[src/rtl/lpm_pkg.sv]
package lpm_pkg;

    localparam int ADDR_W   = 32;
    localparam int MIN_LEN  = 16;
    localparam int MAX_LEN  = 32;
    localparam int NUM_LEN  = MAX_LEN - MIN_LEN + 1;
    localparam int LEN_W    = $clog2(MAX_LEN + 1);
    localparam int CAND_W   = $clog2(NUM_LEN);

    typedef enum logic [1:0] {
        ST_IDLE,
        ST_ISSUE,
        ST_WAIT,
        ST_RESP
    } lpm_state_e;

    typedef struct packed {
        logic              found;
        logic [CAND_W-1:0] idx;
    } cand_t;

    // Mask keeping the top 'len' bits of an address.
    function automatic logic [ADDR_W-1:0] len_mask(input logic [LEN_W-1:0] len);
        logic [ADDR_W-1:0] m;
        m = '0;
        for (int b = 0; b < ADDR_W; b++) begin
            if (b >= ADDR_W - int'(len)) m[b] = 1'b1;
        end
        return m;
    endfunction

    function automatic logic [LEN_W-1:0] idx_to_len(input logic [CAND_W-1:0] idx);
        return LEN_W'(MIN_LEN) + LEN_W'(idx);
    endfunction

endpackage

[src/rtl/lpm_cand_pick.sv]
module lpm_cand_pick
    import lpm_pkg::*;
#(
    parameter int N  = NUM_LEN,
    parameter int IW = CAND_W
) (
    input  logic [N-1:0]  pend,
    output cand_t         pick,
    output logic [N-1:0]  pick_onehot
);
    logic [IW-1:0] idx;
    logic          found;

    // Highest set bit wins: later iterations overwrite earlier ones.
    always_comb begin
        found = 1'b0;
        idx   = '0;
        for (int i = 0; i < N; i++) begin
            if (pend[i]) begin
                found = 1'b1;
                idx   = IW'(i);
            end
        end
    end

    assign pick.found  = found;
    assign pick.idx    = CAND_W'(idx);
    assign pick_onehot = found ? (N'(1) << idx) : '0;
endmodule

[src/rtl/lpm_entry_check.sv]
module lpm_entry_check
    import lpm_pkg::*;
(
    input  logic [ADDR_W-1:0] addr,
    input  logic [LEN_W-1:0]  want_len,
    input  logic [ADDR_W-1:0] ent_prefix,
    input  logic [LEN_W-1:0]  ent_len,
    output logic              ok
);
    logic [ADDR_W-1:0] masked;

    assign masked = addr & len_mask(want_len);
    assign ok     = (ent_len == want_len) && (masked == ent_prefix);
endmodule

[src/rtl/lpm_wait_timer.sv]
module lpm_wait_timer #(
    parameter int LAT   = 2,
    parameter int CNT_W = (LAT > 1) ? $clog2(LAT) : 1
) (
    input  logic clk,
    input  logic rst,
    input  logic start,
    output logic done
);
    logic [CNT_W-1:0] cnt;
    logic             busy;

    assign done = busy && (cnt == CNT_W'(LAT - 1));

    always_ff @(posedge clk) begin
        if (rst) begin
            cnt  <= '0;
            busy <= 1'b0;
        end else if (start) begin
            cnt  <= '0;
            busy <= 1'b1;
        end else if (busy) begin
            if (done) busy <= 1'b0;
            else      cnt  <= cnt + CNT_W'(1);
        end
    end
endmodule

[src/rtl/lpm_lookup_seq.sv]
module lpm_lookup_seq
    import lpm_pkg::*;
#(
    parameter int NH_W   = 16,
    parameter int DA_W   = 15,
    parameter int RD_LAT = 2
) (
    input  logic                clk,
    input  logic                rst,
    input  logic                req_valid,
    output logic                req_ready,
    input  logic [ADDR_W-1:0]   req_addr,
    input  logic [NUM_LEN-1:0]  req_hits,
    output logic                resp_valid,
    input  logic                resp_ready,
    output logic [NH_W-1:0]     resp_nh,
    output logic [LEN_W-1:0]    resp_len,
    output logic                resp_da,
    output logic                resp_miss,
    output logic                vm_req,
    output logic [LEN_W-1:0]    vm_len,
    output logic [ADDR_W-1:0]   vm_key,
    input  logic [ADDR_W-1:0]   vm_rd_prefix,
    input  logic [LEN_W-1:0]    vm_rd_len,
    input  logic [NH_W-1:0]     vm_rd_nh,
    output logic                da_req,
    output logic [DA_W-1:0]     da_idx,
    input  logic [NH_W-1:0]     da_rd_nh
);
    lpm_state_e           state;
    logic [ADDR_W-1:0]    addr_q;
    logic [NUM_LEN-1:0]   pend_q;
    logic [LEN_W-1:0]     cur_len_q;
    logic                 src_da_q;
    logic [NH_W-1:0]      r_nh;
    logic [LEN_W-1:0]     r_len;
    logic                 r_da;
    logic                 r_miss;

    cand_t                pick;
    logic [NUM_LEN-1:0]   pick_onehot;
    logic [LEN_W-1:0]     issue_len;
    logic                 entry_ok;
    logic                 rd_done;
    logic                 in_issue;

    lpm_cand_pick #(.N(NUM_LEN), .IW(CAND_W)) pick_i (
        .pend        (pend_q),
        .pick        (pick),
        .pick_onehot (pick_onehot)
    );

    lpm_entry_check check_i (
        .addr       (addr_q),
        .want_len   (cur_len_q),
        .ent_prefix (vm_rd_prefix),
        .ent_len    (vm_rd_len),
        .ok         (entry_ok)
    );

    lpm_wait_timer #(.LAT(RD_LAT)) timer_i (
        .clk   (clk),
        .rst   (rst),
        .start (in_issue),
        .done  (rd_done)
    );

    assign in_issue  = (state == ST_ISSUE);
    assign issue_len = idx_to_len(pick.idx);

    assign req_ready  = (state == ST_IDLE);
    assign resp_valid = (state == ST_RESP);
    assign resp_nh    = r_nh;
    assign resp_len   = r_len;
    assign resp_da    = r_da;
    assign resp_miss  = r_miss;

    assign vm_req = in_issue && pick.found;
    assign vm_len = issue_len;
    assign vm_key = addr_q & len_mask(issue_len);
    assign da_req = in_issue && !pick.found;
    assign da_idx = addr_q[ADDR_W-1 -: DA_W];

    always_ff @(posedge clk) begin
        if (rst) begin
            state     <= ST_IDLE;
            addr_q    <= '0;
            pend_q    <= '0;
            cur_len_q <= '0;
            src_da_q  <= 1'b0;
            r_nh      <= '0;
            r_len     <= '0;
            r_da      <= 1'b0;
            r_miss    <= 1'b0;
        end else begin
            case (state)
                ST_IDLE: begin
                    if (req_valid) begin
                        addr_q <= req_addr;
                        pend_q <= req_hits;
                        state  <= ST_ISSUE;
                    end
                end
                ST_ISSUE: begin
                    if (pick.found) begin
                        cur_len_q <= issue_len;
                        pend_q    <= pend_q & ~pick_onehot;
                        src_da_q  <= 1'b0;
                    end else begin
                        src_da_q  <= 1'b1;
                    end
                    state <= ST_WAIT;
                end
                ST_WAIT: begin
                    if (rd_done) begin
                        if (src_da_q) begin
                            r_nh   <= da_rd_nh;
                            r_len  <= '0;
                            r_da   <= 1'b1;
                            r_miss <= (da_rd_nh == '0);
                            state  <= ST_RESP;
                        end else if (entry_ok) begin
                            r_nh   <= vm_rd_nh;
                            r_len  <= cur_len_q;
                            r_da   <= 1'b0;
                            r_miss <= 1'b0;
                            state  <= ST_RESP;
                        end else begin
                            state  <= ST_ISSUE;
                        end
                    end
                end
                ST_RESP: begin
                    if (resp_ready) state <= ST_IDLE;
                end
                default: state <= ST_IDLE;
            endcase
        end
    end
endmodule

[config.mk]
export PLATFORM = sky130hd
export DESIGN_NAME = lpm_lookup_seq
export DESIGN_NICKNAME = d
export VERILOG_FILES = /design/src/rtl/lpm_pkg.sv /design/src/rtl/lpm_cand_pick.sv /design/src/rtl/lpm_entry_check.sv /design/src/rtl/lpm_wait_timer.sv /design/src/rtl/lpm_lookup_seq.sv
export SDC_FILE = /design/constraint.sdc
export NUM_CORES = 1
export LEC_CHECK = 0
export ABC_AREA = 0
export BUFFER_PORTS_ARGS = -buffer_cell sky130_fd_sc_hd__buf_2
export CAP_MARGIN = 10
export CORE_AREA = 2 2 129 131
export DETAILED_ROUTE_END_ITERATION = 8
export DIE_AREA = 0 0 131 133
export PLACE_DENSITY = 0.81
export SETUP_SLACK_MARGIN = 0.3
export SLEW_MARGIN = 0
export SYNTH_ARGS = -nofsm -noshare
export SYNTH_HDL_FRONTEND = slang
export SYNTH_HIERARCHICAL = 1
export SYNTH_SLANG_ARGS = --single-unit
export TNS_END_PERCENT = 1
[constraint.sdc]
create_clock -name clk -period 4.8 [get_ports clk]
set_input_delay 0.96 -clock clk [delete_from_list [all_inputs] [get_ports clk]]
set_output_delay 0.96 -clock clk [all_outputs]
set_load 0.005 [all_outputs]
Word-level counts from Yosys, hierarchy flattened
Index checks and enable logic that the tools add are counted.
- register bits: 84
- logic and storage cells: 228
- add/sub/neg operators: 4
- order comparisons: 64
- equal/unequal tests: 9
- shifts and indexed selects: 1
- mux-type cells: 118
- bitwise logic cells: 5
- reduce and logical (&&, ||, !) cells: 16
- operators with widths (operator ; count):
    6-bit by 7-bit >= comparator with 1-bit output (first input constant) ; 32
    5-bit by 7-bit >= comparator with 1-bit output (first input constant) ; 16
    1-bit 2-to-1 mux ; 89
    32-bit AND ; 2
    4-bit by 7-bit >= comparator with 1-bit output (first input constant) ; 8
    17-bit 2-to-1 mux ; 3
    17-bit case mux with 2 select lines ; 1
    32-bit == test ; 1
    16-bit 2-to-1 mux ; 2
    4-bit 2-to-1 mux ; 8
    3-bit by 7-bit >= comparator with 1-bit output (first input constant) ; 4
    17-bit AND ; 1
    17-bit inverter ; 1
    1-bit by 5-bit left shift with 17-bit output (first input constant) ; 1
    16-bit logical NOT ; 1
    1-bit by 7-bit >= comparator with 1-bit output (first input constant) ; 2
    2-bit by 7-bit >= comparator with 1-bit output (first input constant) ; 2
    2-bit 2-to-1 mux ; 7
    6-bit by 6-bit subtractor with 7-bit output (first input constant) ; 2
    3-bit 2-to-1 mux ; 4
    6-bit 2-to-1 mux ; 2
    3-bit AND reduction ; 3
    2-bit case mux with 4 select lines ; 1
    5-bit by 5-bit adder with 6-bit output (first input constant) ; 1
    other kinds (14) ; 23

Logic depth before layout (Yosys ltp)
- depth after elaboration: 22
- mapped depth: 22
- mapped depth without buffers: 18

Cells and area by module
The synthesis kept the hierarchy.
- modules (own cells, without submodules) (module ; instances ; cells each ; area each (um^2) ; sequential area each (um^2)):
    lpm_lookup_seq ; 1 ; 537 ; 4108.9 ; 1641.6
    lpm_entry_check ; 1 ; 317 ; 1998.2 ; 0.0
    lpm_cand_pick ; 1 ; 70 ; 454.2 ; 0.0
    lpm_wait_timer ; 1 ; 8 ; 75.1 ; 40.0

Least setup slack after synthesis
Ideal clock, no wire load.
- kind: register to register
- from: register cur_len_q[0]
- to: register r_miss, in the netlist resp_miss
- arrival time: 4533 ps
- data required time: 4733 ps
- setup slack: 200 ps
- stages on the path, launching flop included: 22
- path buffers: 4
- cells stage by stage: dfxtp_1 -> buf_4 -> buf_2 -> inv_1 -> ha_1 -> or3b_1 -> buf_6 -> a22o_1 -> ha_1 -> nor3b_1 -> nor4_1 -> nand4_1 -> a211oi_2 -> nand4_1 -> or4_1 -> nor4_1 -> and4_1 -> nor2_2 -> or3_1 -> buf_2 -> or3_1 -> a21oi_2
- cells in the longest elaborated chain, start to end: 8
- RTL lines (item ; line ; RTL):
    from (decl) ; lpm_lookup_seq.sv:33 ; logic [LEN_W-1:0] cur_len_q;
    from (signal assigned) ; lpm_lookup_seq.sv:106 ; cur_len_q <= issue_len;
    6-bit by 6-bit subtractor with 7-bit output ; lpm_pkg.sv:27 ; if (b >= ADDR_W - int'(len)) m[b] = 1'b1;
    1-bit by 7-bit >= comparator with 1-bit output (tied with other cells) ; lpm_pkg.sv:27 ;
    1-bit 2-to-1 mux ; lpm_pkg.sv:27 ;
    32-bit AND ; lpm_entry_check.sv:12 ; assign masked = addr & len_mask(want_len);
    32-bit == test ; lpm_entry_check.sv:13 ; assign ok = (ent_len == want_len) && (masked == ent_prefix);
    1-bit logical AND (*) ; lpm_entry_check.sv:13 ;
    named net entry_ok ; lpm_lookup_seq.sv:43 ; logic entry_ok;
    2-bit nonzero test (no source line) (*) ; n/a ;
    3-bit AND reduction (no source line) (*) ; n/a ;
    to (signal assigned) ; lpm_lookup_seq.sv:120 ; r_miss <= (da_rd_nh == '0);
    to (decl) ; lpm_lookup_seq.sv:38 ; logic r_miss;
Mark *: on every way through the listed nets, which the timed path passes. The rest lies on a longest branch.
A chain may end at the register's enable or synchronous reset.

Final worst setup path
Ends and elaborated chain as after synthesis.

==> impl_metrics.env <==
export IMPL_tightest_slew_ns=1.16
export IMPL_ys_top_cells_by_area="dfxtp_1 (25%), nand2_1 (8.3%), a21oi_1 (6.5%)"
export IMPL_num_nets_final=1223
export IMPL_die_x_um=131
export IMPL_yosysMostFrequentCell="nand2_1"
export IMPL_synth_fp_nets=1060
export IMPL_status="finished clean"
export IMPL_synth_top_cell_area_share=0.253
export IMPL_gp_congestion=1.02
export IMPL_ys_types=88
export IMPL_ys_flop_type="dfxtp_1"
export IMPL_ir_worst_vdd_v=0.000176
export IMPL_drtAntennaViolNets=0
export IMPL_p_per_area_nw_per_um2=324
export IMPL_final_setup_worst_slack_ns=0.399
export IMPL_grt_total_usage=0.283
export IMPL_cts_setup_buffers=0
export IMPL_swShare=0.395
export IMPL_cp_end_kind="register"
export IMPL_crit_fanout=7
export IMPL_place_hpwl_um=19700
export IMPL_p_clk_frac=0.272
export IMPL_power_switching_mw=1.03
export IMPL_post_synth_cell_area_avg_um2=7.12
export IMPL_grt_antenna_before_repair=3
export IMPL_async_reset_ff_frac=0
export IMPL_internal_power_mw=1.58
export IMPL_start_util=0.410
export IMPL_clock_latency_ns=0.34
export IMPL_cap_violations=0
export IMPL_die_y_um=133
export IMPL_dp_slack_ns=0.466
export IMPL_cts_sinks=84
export IMPL_arrival_ns=4.67
export IMPL_ys_ff_latch=84
export IMPL_combinationalPowerShare=0.425
export IMPL_hold_slack_ns=0.451
export IMPL_yosys_warnings=6
export IMPL_leakage_nw=3.35
export IMPL_cts_hold_buf=0
export IMPL_place_area_um2=7740
export IMPL_clockRootBuffer="clkbuf_16"
export IMPL_path_class="register to register"
export IMPL_grt_overflow_total=0
export IMPL_drtIter0Drc=724
export IMPL_cts_buffer_depth=2
export IMPL_finClkSkew_ns=0.00721
export IMPL_hp_class="register to register"
export IMPL_netlist_area_um2=6640
export IMPL_period_minus_slack_ns=4.40
export IMPL_io_buffer_count=203
export IMPL_htreeDepth=3
export IMPL_cts_tree="built"
export IMPL_vias=7699
export IMPL_required_ns=5.07
export IMPL_yosysSeqAreaShare=0.253
export IMPL_finalSetupTns_ns=0
export IMPL_grt_setup_unrepaired="true"
export IMPL_hold_viol=0
export IMPL_dr_pass1_iters=5
export IMPL_startpoint_type="register"
export IMPL_synth_top_cell_by_area="dfxtp_1"
export IMPL_num_rows=47
export IMPL_finalPower_mw=2.62
export IMPL_synth_top_cells_by_count="nand2_1 (147), a21oi_1 (86), dfxtp_1 (84), nor2_1 (75), o21ai_0 (45)"
export IMPL_synthCells=932
export IMPL_grt_pass1_vias=6964
export IMPL_finalInstanceArea_um2=8080
export IMPL_core_region_area_um2=16200
export IMPL_fin_crit_sh=0.917
export IMPL_viasPerCell=5.82
export IMPL_seq_power_share=0.303
export IMPL_drive_above_1_share=0.275
export IMPL_post_drt_wl_per_cell_um=19.1
export IMPL_grt_max_degree=45
export IMPL_drc=0
export IMPL_timing_fmax_mhz=227
export IMPL_relSlewSlack=0.226
export IMPL_grt_pass1_wl_um=38200
export IMPL_reg2reg_slack_ns=0.40
export IMPL_wl_um=25300
export IMPL_cts_buffers=9
export IMPL_clk_pin_slew_ns=0.06
export IMPL_synth_enable_flop_cells=0
export IMPL_area_delta_synth_final_pct=21.7
export IMPL_io_pins=204
export IMPL_setup_viol=0
export IMPL_slew_violations=0
export IMPL_die_area_um2=17400
metal layers:
layer | GRT usage | share of wire
met1 | 0.378 | 0.42
met2 | 0.437 | 0.44
met3 | 0.0663 | 0.098
met4 | 0.118 | 0.040
met5 | 0 | 0.00051
sequential cells by signal, indices dropped and copies added, names as in the netlist:
signal / cells
addr_q: 32
cur_len_q: 6
pend_q: 17
resp_da: 1
resp_len: 6
resp_miss: 1
resp_nh: 16
src_da_q: 1
state: 2
timer_i/busy: 1
timer_i/cnt: 1
stage by stage:
step,instances,util
5_1_grt,1320,0.499
4_1_cts,1319,0.498
2_1_floorplan,932,-
6_report,1322,0.499
3_3_place_gp,1303,0.479
3_5_place_dp,1303,0.479
final timing paths:
check                                                 to                      start  depth (start not counted)
worst max-delay path              resp_miss$_SDFFE_PP0P_  cur_len_q[0]$_SDFFE_PP0P_                         17
worst min-delay path            resp_len[1]$_SDFFE_PP0P_   resp_len[1]$_SDFFE_PP0P_                          2
worst max register to register    resp_miss$_SDFFE_PP0P_  cur_len_q[0]$_SDFFE_PP0P_                         17
worst min register to register  resp_len[1]$_SDFFE_PP0P_   resp_len[1]$_SDFFE_PP0P_                          2
final cells by class:
class	instances	area, um^2
inverter	39	149
antenna	2	5.00
timing repair buffer	235	1270
fill	1577	8100
multi-input combinational	726	4390
sequential	84	1680
clock buffer	13	260
clock inverter	3	45.0
tap	220	275
power groups by stage:
stage	Sequential, mW	Clock (mW)	Combinational, mW
after CTS	0.790	0.726	1.08
after floorplan	0.778	0	0.745
after global placement	0.804	0	1.06
after global routing	0.796	0.753	1.20
after detailed placement	0.806	0	1.06
final	0.793	0.713	1.11
what timing repair did:
action / in CTS / in global routing
gates resized for setup: 1 / 3
endpoints found under the setup margin: 1 / 32
pin swaps: 0 / 0
cells by family after synthesis:
| logic type | after synthesis | share of synthesized area |
|---|---|---|
| compound gates | 271 | 0.271 |
| fa+ha+maj | 5 | 0.00943 |
| buf+inv | 122 | 0.0901 |
| mux | 30 | 0.0458 |
| flops | 84 | 0.253 |
| simple gates | 401 | 0.305 |
| xor+xnor | 19 | 0.0251 |
critical path: stages, from the launching register on:
cell      delay, ns
dfxtp_1        0.32
inv_2          0.09
ha_2           0.17
or3b_1         0.48
a22o_1         0.28
ha_1           0.32
nor3b_1        0.06
nor4_1         0.17
nand4_1        0.14
a211oi_2       0.16
nand4_1        0.09
or4_1          0.52
nor4_1         0.26
and4_1         0.30
nor2_2         0.07
or3_1          0.38
or3_1          0.39
a21oi_2        0.13
cells in the final DEF, fill, tap and decap left out, types with 7 or more instances in the layout:
cell	Yosys	routed
nor4_1	16	16
a31oi_1	9	9
nand3_1	16	16
mux2i_1	27	27
inv_1	36	35
nor3b_1	10	9
and2_1	14	14
buf_4	19	31
o211ai_1	8	8
nor2_1	75	74
a211oi_1	20	20
nand2_1	147	147
buf_2	17	203
o22ai_1	11	10
nand3b_1	11	11
o21ai_2	10	10
clkbuf_16	0	9
xnor2_1	12	12
xor2_1	7	7
a21oi_1	86	85
o21ai_0	45	45
nor3_1	29	28
nand2b_1	15	15
nor2b_1	18	18
dfxtp_1	84	84
Note: power is estimated with default switching activity, not from simulation.
